===== config.mk =====
export PLATFORM = sky130hd
export DESIGN_NAME = pipe_ctrl_shell
export DESIGN_NICKNAME = d
export VERILOG_FILES = /design/src/rtl/pipe_ctrl_pkg.sv /design/src/rtl/pipe_stage.sv /design/src/rtl/iter_counter.sv /design/src/rtl/pipe_ctrl_shell.sv
export SDC_FILE = /design/constraint.sdc
export NUM_CORES = 1
export LEC_CHECK = 0
export BUFFER_PORTS_ARGS = -buffer_cell sky130_fd_sc_hd__buf_4
export CORE_UTILIZATION = 45
export CTS_CLUSTER_SIZE = 30
export DETAILED_ROUTE_END_ITERATION = 10
export GPL_ROUTABILITY_DRIVEN = 0
export GPL_TIMING_DRIVEN = 0
export HOLD_SLACK_MARGIN = 0.05
export PLACE_DENSITY_LB_ADDON = 0.15
export SYNTH_ARGS = -nofsm -noshare
export SYNTH_HDL_FRONTEND = slang
export SYNTH_SLANG_ARGS = --single-unit

===== constraint.sdc =====
create_clock -name clk -period 2.6 [get_ports clk]
set_input_delay 0.13 -clock clk [delete_from_list [all_inputs] [get_ports clk]]
set_output_delay 0.13 -clock clk [all_outputs]
set_load 0.01 [all_outputs]

===== src/rtl/pipe_ctrl_pkg.sv =====
package pipe_ctrl_pkg;

    // Per-cycle control decisions taken by the shell.
    typedef struct packed {
        logic accept;   // din enters stage 0 at this edge
        logic advance;  // stages shift at this edge
        logic emit;     // the shown result leaves at this edge
    } step_ctl_t;

    // Constant added by stage idx of the placeholder datapath.
    function automatic int stage_bias(input int idx);
        return idx + 1;
    endfunction

    // Total bias added across a pipe of the given depth.
    function automatic int total_bias(input int depth);
        return depth * (depth + 1) / 2;
    endfunction

endpackage


===== src/rtl/pipe_stage.sv =====
module pipe_stage
    import pipe_ctrl_pkg::*;
#(
    parameter int DATA_W = 16,
    parameter int IDX    = 0
) (
    input  logic              clk,
    input  logic              rst,
    input  logic              advance,
    input  logic              in_vld,
    input  logic [DATA_W-1:0] in_data,
    output logic              out_vld,
    output logic [DATA_W-1:0] out_data
);
    localparam logic [DATA_W-1:0] BIAS = DATA_W'(stage_bias(IDX));

    always_ff @(posedge clk) begin
        if (rst) begin
            out_vld  <= 1'b0;
            out_data <= '0;
        end else if (advance) begin
            out_vld  <= in_vld;
            out_data <= in_vld ? (in_data + BIAS) : '0;
        end
    end

    // An empty stage carries no stale data downstream.
    assert_empty_stage_zero_R3: assert property (@(posedge clk) disable iff (rst)
        !out_vld |-> (out_data == '0));

endmodule


===== src/rtl/iter_counter.sv =====
module iter_counter #(
    parameter int LIMIT = 8
) (
    input  logic clk,
    input  logic rst,
    input  logic inc,
    output logic full
);
    localparam int CNT_W = $clog2(LIMIT + 1);
    localparam logic [CNT_W-1:0] TOP = CNT_W'(LIMIT);

    logic [CNT_W-1:0] cnt;

    always_ff @(posedge clk) begin
        if (rst) begin
            cnt <= '0;
        end else if (inc && (cnt != TOP)) begin
            cnt <= cnt + 1'b1;
        end
    end

    assign full = (cnt == TOP);

    assert_count_bounded_R8: assert property (@(posedge clk) disable iff (rst)
        cnt <= TOP);

    assert_full_sticky_R5: assert property (@(posedge clk) disable iff (rst)
        full |=> full);

endmodule


===== src/rtl/pipe_ctrl_shell.sv =====
module pipe_ctrl_shell
    import pipe_ctrl_pkg::*;
#(
    parameter int DATA_W = 16,
    parameter int DEPTH  = 4,
    parameter int ITERS  = 8
) (
    input  logic              clk,
    input  logic              rst,
    input  logic              in_ready,
    input  logic              stall,
    input  logic [DATA_W-1:0] din,
    output logic              out_ready,
    output logic              done,
    output logic [DATA_W-1:0] result
);
    logic      freeze_q;
    logic      in_full;
    logic      out_full;
    step_ctl_t ctl;

    logic [DEPTH:0]             vld_chain;
    logic [DEPTH:0][DATA_W-1:0] dat_chain;

    // Stall request is registered: it freezes the edge after it is seen.
    always_ff @(posedge clk) begin
        if (rst) freeze_q <= 1'b0;
        else     freeze_q <= stall;
    end

    always_comb begin
        ctl.advance = !freeze_q;
        ctl.accept  = in_ready && !freeze_q && !in_full;
        ctl.emit    = out_ready && !freeze_q;
    end

    assign vld_chain[0] = ctl.accept;
    assign dat_chain[0] = din;

    for (genvar g = 0; g < DEPTH; g++) begin : g_stage
        pipe_stage #(
            .DATA_W (DATA_W),
            .IDX    (g)
        ) u_stage (
            .clk      (clk),
            .rst      (rst),
            .advance  (ctl.advance),
            .in_vld   (vld_chain[g]),
            .in_data  (dat_chain[g]),
            .out_vld  (vld_chain[g+1]),
            .out_data (dat_chain[g+1])
        );
    end

    iter_counter #(.LIMIT(ITERS)) u_in_cnt (
        .clk  (clk),
        .rst  (rst),
        .inc  (ctl.accept),
        .full (in_full)
    );

    iter_counter #(.LIMIT(ITERS)) u_out_cnt (
        .clk  (clk),
        .rst  (rst),
        .inc  (ctl.emit),
        .full (out_full)
    );

    assign out_ready = vld_chain[DEPTH];
    assign result    = dat_chain[DEPTH];
    assign done      = out_full;

    // A frozen edge changes nothing visible at the output.
    assert_freeze_holds_R6: assert property (@(posedge clk) disable iff (rst)
        freeze_q |=> ($stable(out_ready) && $stable(result)));

    // A word in the next-to-last stage is shown after an unfrozen edge.
    assert_handoff_R4: assert property (@(posedge clk) disable iff (rst)
        (!freeze_q && vld_chain[DEPTH-1]) |=> out_ready);

    assert_blank_result_R3: assert property (@(posedge clk) disable iff (rst)
        !out_ready |-> (result == '0));

    assert_done_sticky_R5: assert property (@(posedge clk) disable iff (rst)
        done |=> done);

    // All results out implies all inputs were taken.
    assert_done_after_inputs_R8: assert property (@(posedge clk) disable iff (rst)
        done |-> in_full);

endmodule


==> impl_metrics.toml, run 1 <==
[status]
outcome = "complete, no violations"

[critical_path]
crit_slowest_cell = "nor4_2"
worstPathMaxFanout = 6
max_stage_delay_ns = 0.38
path_buf_inv = 1
crit_required_ns = 2.81
path_class = "reg2reg"
cp-end-kind = "register"
worstPathArrival_ns = 1.92
crit_path_cell_trace = "inv_1 -> ha_1 -> nand3b_1 -> nor4_2 -> xnor2_1 -> o21ai_1"
start_kind = "register"
path_delay_family = "simple AND/OR/NAND/NOR gates"

[synthesis]
synth_warnings = 0
ys_types = 38
synth-seq-area-share_pct = 40.42
synthCells = 448
ys_ff_latch = 77
synth-main-ff-cell = "dfxtp_1"
syn_area_per_cell_um2 = 8.513
netlist_area_um2 = 3814
syn-num-nets = 476
yosys-top-cells-area = "dfxtp_1, xnor2_1, nand2_1"
synth_top_area_cell = "dfxtp_1"
ys_async_sr_fraction_pct = 0
synth_edf_count = 0
synth_top_area_share_pct = 40.42

[finish]
fill_cells = 794
layout-drive-gt1-share_pct = 16.40
most-common-layout-cells = "dfxtp_1, nand2_1, buf_4"
synthToLayoutAreaGrowth_pct = 15.72
final-instance-count-excl-fill = 605
final_common_cell = "dfxtp_1"
n_antenna_cell = 0
nets = 525

[power_and_ir_drop]
p_leak_nw = 1.624
peakVddDrop_uv = 197.4
powerDensity_nw_per_um2 = 504.4

[worst_hold_path]
hp-class = "in2reg"

[cts]
h-tree-depth = 3
cts_sinks = 77
cts_root_buffer = "clkbuf_8"
cts_resized = 0
cts_setup_buffers = 0
cts_hold_buf = 1
max-clock-path-buffers = 2
cts_tree = "done"
clk_pin_slew_ns = 0.07
insertion_delay_ns = 0.34
cts_buffers = 9

[floorplan]
initial_core_util_pct = 46.41
fp.dieH_um = 94.06
core_area_um2 = 8217
dieArea_um2 = 8847
die_w_um = 94.06
io_pins = 38
rows = 33

[routing]
num_vias = 2989
wl_um = 7045
routedWlPerCell_um = 11.64
drtAntennaViolNets = 0
via_per_inst = 4.940
post-route-drc-count = 0
first_iter_violations = 78
drtPass1Iterations = 4

[timing]
tightest_slew_ns = 0.5800
max_freq_mhz = 583.5
min_period_ns = 1.714
rsz0062_at_grt = "no"
skew_ns = 0.01001
finalSetupViolations = 0
slew_viol_final = 0
finalCritPeriodShare_pct = 65.91
tns_ns = 0
finalHoldViolCount = 0
max_slew_margin_pct = 61.16

[place]
dp_cells = 590
dpl.hpwl_um = 5611
portBuffers = 37

[global_routing]
grt_pass1_vias = 2706
overflow = 0
use_met3_pct = 2.670
grt.busiest_layer = "met2"
grt_max_degree = 12
antenna_found_initial = 0
use_met2_pct = 29.93
grt_util_met1_pct = 21.69
track_usage_pct = 17.36
grt_pass1_wl_um = 12080

[job]
cap_viol_max_count = 0
area by class of cell:
cell class	instances	area, µm²	area share [%]
buffer	33	193.9	4.395
clock buffer	12	145.1	3.289
clock inverter	2	35.03	0.7939
inverter	15	56.30	1.276
multi-input combinational	323	2022	45.82
sequential	77	1541	34.93
tap	105	131.4	2.977
timing repair buffer	38	287.8	6.521
cell families (layout without fill, tap and decap cells):
| family | after synthesis | count (layout) | share of synthesized area (%) |
|---|---|---|---|
| buffers and inverters | 48 | 100 | 6.561 |
| XOR/XNOR | 57 | 57 | 13.09 |
| flip-flops | 77 | 77 | 40.42 |
| AND/OR/NAND/NOR | 186 | 186 | 25.26 |
| AO/OA/AOI/OAI | 72 | 72 | 12.04 |
| adder cells (fa/ha/maj) | 8 | 8 | 2.625 |
Yosys cell counts, types with 3 or more instances:
cell type	n
ha_1	8
a21oi_1	9
and3_1	5
nor4_1	4
nand4_1	11
nand3b_1	3
a22o_1	10
clkbuf_1	9
o21ai_0	25
inv_1	15
buf_2	5
nor3_1	13
o21ai_1	5
dfxtp_1	77
nand3_1	23
xnor2_1	37
nor2_1	44
xor2_1	20
nor4_2	6
a22oi_1	19
nand2_1	55
nor2b_1	7
buf_4	17
layer usage:
layer,vias to the layer above,share of wire (%)
met5,-,0
li1,1628,-
met1,1306,49
met2,48,48
met4,0,1.1
met3,7,2.5
tightest hold or removal path, delay by kind of cell:
kind	cells	cell delay (ns)
buf+inv	1	0.09
compound gates	1	0.09
simple gates	1	0.07
sequential cells by signal, summed over array words and instances (netlist names):
register                  cells
u_out_cnt.cnt                 4
freeze_q                      1
g_stage.u_stage.out_data     64
u_in_cnt.cnt                  4
g_stage.u_stage.out_vld       4
power breakdown:
part           leakage [nW]  switching (W)  internal (W)  total [W]
clock network        0.0923       0.000384      0.000459   0.000843
registers             0.624      0.0000269       0.00120    0.00123
logic                 0.908      0.0000844     0.0000697   0.000154
total                  1.62       0.000496       0.00173    0.00223
path summary, 6_finish.rpt:
| check | cells past startpoint | slack [ns] | endpoint | startpoint |
|---|---|---|---|---|
| worst min register to register | 2 | 0.45 | g_stage[3].u_stage.out_data[11] | g_stage[3].u_stage.out_data[11] |
| worst min-delay path | 3 | 0.08 | g_stage[0].u_stage.out_data[15] | din[14] |
| worst max register to register | 6 | 0.89 | g_stage[2].u_stage.out_data[14] | g_stage[1].u_stage.out_data[0] |
| worst max-delay path | 6 | 0.89 | g_stage[2].u_stage.out_data[14] | g_stage[1].u_stage.out_data[0] |
per-stage QoR:
step                utilization, %  setup slack [ns]  hold WS (ns)  cell area, µm²  total power [W]
CTS                          53.71            0.8580       0.07681            4413         0.002248
global route                 53.71            0.7748       0.08514            4413         0.002325
floorplan                        -             1.089        0.2582            3814         0.001346
finish                       53.71            0.8862       0.08383            4413         0.002226
detailed placement           51.39            0.8763        0.3733            4223         0.001409
global placement             51.39            0.9232        0.3438            4223         0.001405
Power figures use the tool's default switching activity.
==> run 2, diff against run 1 <==
Clock period 2.6 ns to 1.45 ns, I/O delays scaled along.
==> impl_metrics.toml, run 2 (synthesis results as in run 1) <==
[finish]
final-instance-count-excl-fill = 616
synthToLayoutAreaGrowth_pct = 23.72
nets = 534
layout-drive-gt1-share_pct = 25.64
seqCellArea_um2 = 1574
most-common-layout-cells = "buf_4, dfxtp_1, nand2_1"
n_antenna_cell = 0
multi_input_comb_area_um2 = 2118
postLayoutCellArea_um2 = 4718
fill_cells = 762
largest_reg_flops = 64
final_common_cell = "buf_4"
regMostFlops = "g_stage.u_stage.out_data"

[timing]
min_period_ns = 1.423
max_freq_mhz = 702.8
skew_ns = 0.008263
max_slew_margin_pct = 61.24
finalSetupViolations = 0
layout_setup_ws_ns = 0.02720
tightest_slew_ns = 0.5789
holdWs_ns = 0.07217
slew_viol_final = 0
finalCritPeriodShare_pct = 98.12
rsz0062_at_grt = "yes"
finalHoldViolCount = 0

[job]
cap_viol_max_count = 0

[routing]
first_iter_violations = 86
drtPass1Iterations = 4
routedWlPerCell_um = 12.31
drtAntennaViolNets = 0
via_per_inst = 5.080
met1Wirelength_um = 3528
route.met2.wl_um = 3675
dr_wl_met3_um = 214
wl_um = 7581
post-route-drc-count = 0
num_vias = 3129
highest_layer = "met4"

[global_routing]
grt_pass1_vias = 2782
track_usage_pct = 17.81
grt_pass1_wl_um = 12440
antenna_found_initial = 0
overflow = 0
grt_max_degree = 13

[floorplan]
fp.dieH_um = 94.06
io_pins = 38
core_area_um2 = 8217
die_w_um = 94.06
initial_core_util_pct = 46.41
rows = 33
dieArea_um2 = 8847

[critical_path]
worstPathArrival_ns = 1.65
start_kind = "register"
cp-end-kind = "register"
worstPathMaxFanout = 5
crit_required_ns = 1.68
path_class = "reg2reg"

[power_and_ir_drop]
clkPwrFrac_pct = 44.8
p_sw_w = 0.0009517
internal_power_w = 0.003576
seqPwrFrac_pct = 48.5
switching_share_pct = 21.02
p_leak_nw = 1.804
fin_total_pwr_w = 0.004528
p_comb_share_pct = 6.7
powerDensity_nw_per_um2 = 959.6
peakVddDrop_uv = 557.9

[cts]
cts_buffers = 9
max-clock-path-buffers = 2
insertion_delay_ns = 0.34
cts_tree = "done"
h-tree-depth = 3
cts_sinks = 77
clk_pin_slew_ns = 0.08
cts_root_buffer = "clkbuf_8"

[status]
outcome = "complete, no violations"

[place]
dpl.hpwl_um = 5708
dp_slack_ns = -0.1855
portBuffers = 37
dp_cells = 590
dpl-instance-area_um2 = 4223

[worst_hold_path]
hp-class = "in2reg"
run 2: per-stage QoR:
stage           TNS (ns)  util, %
4_1_cts        -0.003892    55.40
2_1_floorplan          0        -
3_3_place_gp     -0.7384    51.39
5_1_grt         -0.08647    57.42
3_5_place_dp     -0.9171    51.39
6_report               0    57.42
run 2: final timing paths:
path	start	to	slack, ns	depth (start not counted)
min reg2reg	g_stage[3].u_stage.out_data[9]	g_stage[3].u_stage.out_data[9]	0.45	2
max	g_stage[2].u_stage.out_data[2]	g_stage[3].u_stage.out_data[15]	0.03	4
max reg2reg	g_stage[2].u_stage.out_data[2]	g_stage[3].u_stage.out_data[15]	0.03	4
min	din[0]	g_stage[0].u_stage.out_data[0]	0.07	3
run 2: power by group through the flow:
stage / logic (W) / registers [W] / clock network (W)
2_1_floorplan: 0.000174 / 0.00224 / 0
3_3_place_gp: 0.000271 / 0.00225 / 0
3_5_place_dp: 0.000276 / 0.00225 / 0
4_1_cts: 0.000285 / 0.00220 / 0.00205
5_1_grt: 0.000337 / 0.00220 / 0.00216
6_report: 0.000302 / 0.00220 / 0.00203
run 2: area by class of cell:
type / count / area share [%]
clock inverters: 3 / 1.909
plain buffers: 32 / 4.402
well taps: 105 / 2.784
multi-input cells: 323 / 44.90
repair buffers: 48 / 7.876
inverters: 15 / 1.193
clock buffers: 13 / 3.580
flip-flops and latches: 77 / 33.36
run 2: per-layer routing:
layer  GRT usage, %  vias up
met5              0        -
met4          8.077        0
met2          30.60       56
li1               -     1647
met1          21.85     1411
met3          2.670       15
run 2: repair_timing:
item,in CTS,in global routing
pin swaps,2,13
setup endpoints to repair,25,45
resized for setup,17,46
endpoints found under the hold margin,2,0
buffers inserted,1,7
hold buffers,3,0
run 2: worst max-delay path: stages, from the launching register on:
cell	delay, ns
dfxtp_4	0.37
nand4_1	0.16
or2_4	0.28
or2_0	0.21
a221o_1	0.29
==> run 3, diff against run 2 <==
Settings changed: CORE_ASPECT_RATIO set to 0.9.
==> impl_metrics.toml, run 3 (synthesis results as in run 1) <==
[worst_hold_path]
hp-class = "in2reg"

[timing]
min_period_ns = 1.419
max_slew_margin_pct = 67.64
rsz0062_at_grt = "yes"
finalSetupViolations = 0
tightest_slew_ns = 0.4853
slew_viol_final = 0
tns_ns = 0
skew_ns = 0.005507
finalCritPeriodShare_pct = 97.84
finalHoldViolCount = 0
max_freq_mhz = 704.9

[floorplan]
rows = 31
die_w_um = 99.04
io_pins = 38
initial_core_util_pct = 46.82
fp.dieH_um = 89.34
core_area_um2 = 8145
dieArea_um2 = 8848

[finish]
final-instance-count-excl-fill = 610
n_antenna_cell = 0
postLayoutCellArea_um2 = 4641
final_common_cell = "buf_4"
final_core_util_pct = 56.97
synthToLayoutAreaGrowth_pct = 21.69
largest_reg_flops = 64
regMostFlops = "g_stage.u_stage.out_data"
nets = 534
layout-drive-gt1-share_pct = 25.24
most-common-layout-cells = "buf_4, dfxtp_1, nand2_1"

[global_routing]
overflow = 0
grt_pass1_wl_um = 12410
track_usage_pct = 17.71
grt_pass1_vias = 2712
antenna_found_initial = 0
grt_max_degree = 13

[routing]
via_per_inst = 5.005
routedWlPerCell_um = 11.64
first_iter_violations = 71
wl_um = 7098
drtAntennaViolNets = 0
num_vias = 3053
drtPass1Iterations = 4
post-route-drc-count = 0

[critical_path]
worstPathMaxFanout = 5
cp-end-kind = "register"
crit_required_ns = 1.68
start_kind = "register"
path_class = "reg2reg"
worstPathArrival_ns = 1.65

[status]
outcome = "complete, no violations"

[power_and_ir_drop]
powerDensity_nw_per_um2 = 895.9
peakVddDrop_uv = 369.4
p_leak_nw = 1.776
fin_total_pwr_w = 0.004158

[cts]
max-clock-path-buffers = 2
cts_root_buffer = "clkbuf_8"
h-tree-depth = 3
clk_pin_slew_ns = 0.07
cts_sinks = 77
cts_tree = "done"
cts_buffers = 9
insertion_delay_ns = 0.34

[place]
dpl-instance-area_um2 = 4215
dpl.hpwl_um = 5542
dp_cells = 584
portBuffers = 37

[job]
cap_viol_max_count = 0
run 3: cell count changes in the layout (fill, tap and decap cells not counted), sizes merged:
| cell | previous run | this run |
|---|---|---|
| clkbuf | 22 | 21 |
| clkinvlp | 0 | 1 |
| bufinv | 3 | 1 |
| clkinv | 0 | 1 |
| buf | 68 | 69 |
run 3: cell type report:
class / count / area [µm²]
plain buffers: 32 / 205.2
clock buffers: 13 / 168.9
clock inverters: 3 / 42.54
fillers: 759 / 3505
inverters: 15 / 56.30
multi-input cells: 323 / 2103
flip-flops and latches: 77 / 1569
well taps: 99 / 123.9
repair buffers: 48 / 371.6
run 3: power by group:
| group | switching, W | internal, W |
|---|---|---|
| Clock | 0.000731 | 0.000934 |
| Combinational | 0.000157 | 0.000137 |
| Sequential | 0.0000467 | 0.00215 |
| Total | 0.000934 | 0.00322 |
run 3: stage by stage:
stage,hold WS (ns),setup slack [ns]
6_report,0.08013,0.03133
2_1_floorplan,0.2007,0.008939
5_1_grt,0.08581,-0.02929
3_5_place_dp,0.2943,-0.2329
3_3_place_gp,0.2885,-0.1603
4_1_cts,0.07331,0.008408
run 3: worst max-delay path, cell delays in order (launching register included):
cell and delay (ns):
dfxtp_2 0.38, nand3_2 0.14, or2_4 0.29, or2_0 0.22, a221o_1 0.29
run 3: worst paths after layout:
kind,depth (start not counted),from,slack (ns),endpoint
worst min register to register,2,g_stage[3].u_stage.out_data[12],0.46,g_stage[3].u_stage.out_data[12]
worst max register to register,4,g_stage[2].u_stage.out_data[5],0.03,g_stage[3].u_stage.out_data[15]
worst max-delay path,4,g_stage[2].u_stage.out_data[5],0.03,g_stage[3].u_stage.out_data[15]
worst min-delay path,4,rst,0.08,g_stage[2].u_stage.out_data[15]
run 3: what timing repair did:
action | CTS | global route
resized for setup | 16 | 38
setup endpoints to repair | 22 | 52
hold buffers | 3 | 0
buffers inserted | 4 | 4
endpoints found under the hold margin | 2 | 0
pin swaps | 2 | 11
run 3: per-layer routing:
layer	share of wire, %	track usage [%]	vias to the layer above
met2	45	28.86	49
met5	0	0	-
met1	50	23.21	1351
met4	1.7	8.141	0
met3	3.1	3.049	9
li1	-	-	1644
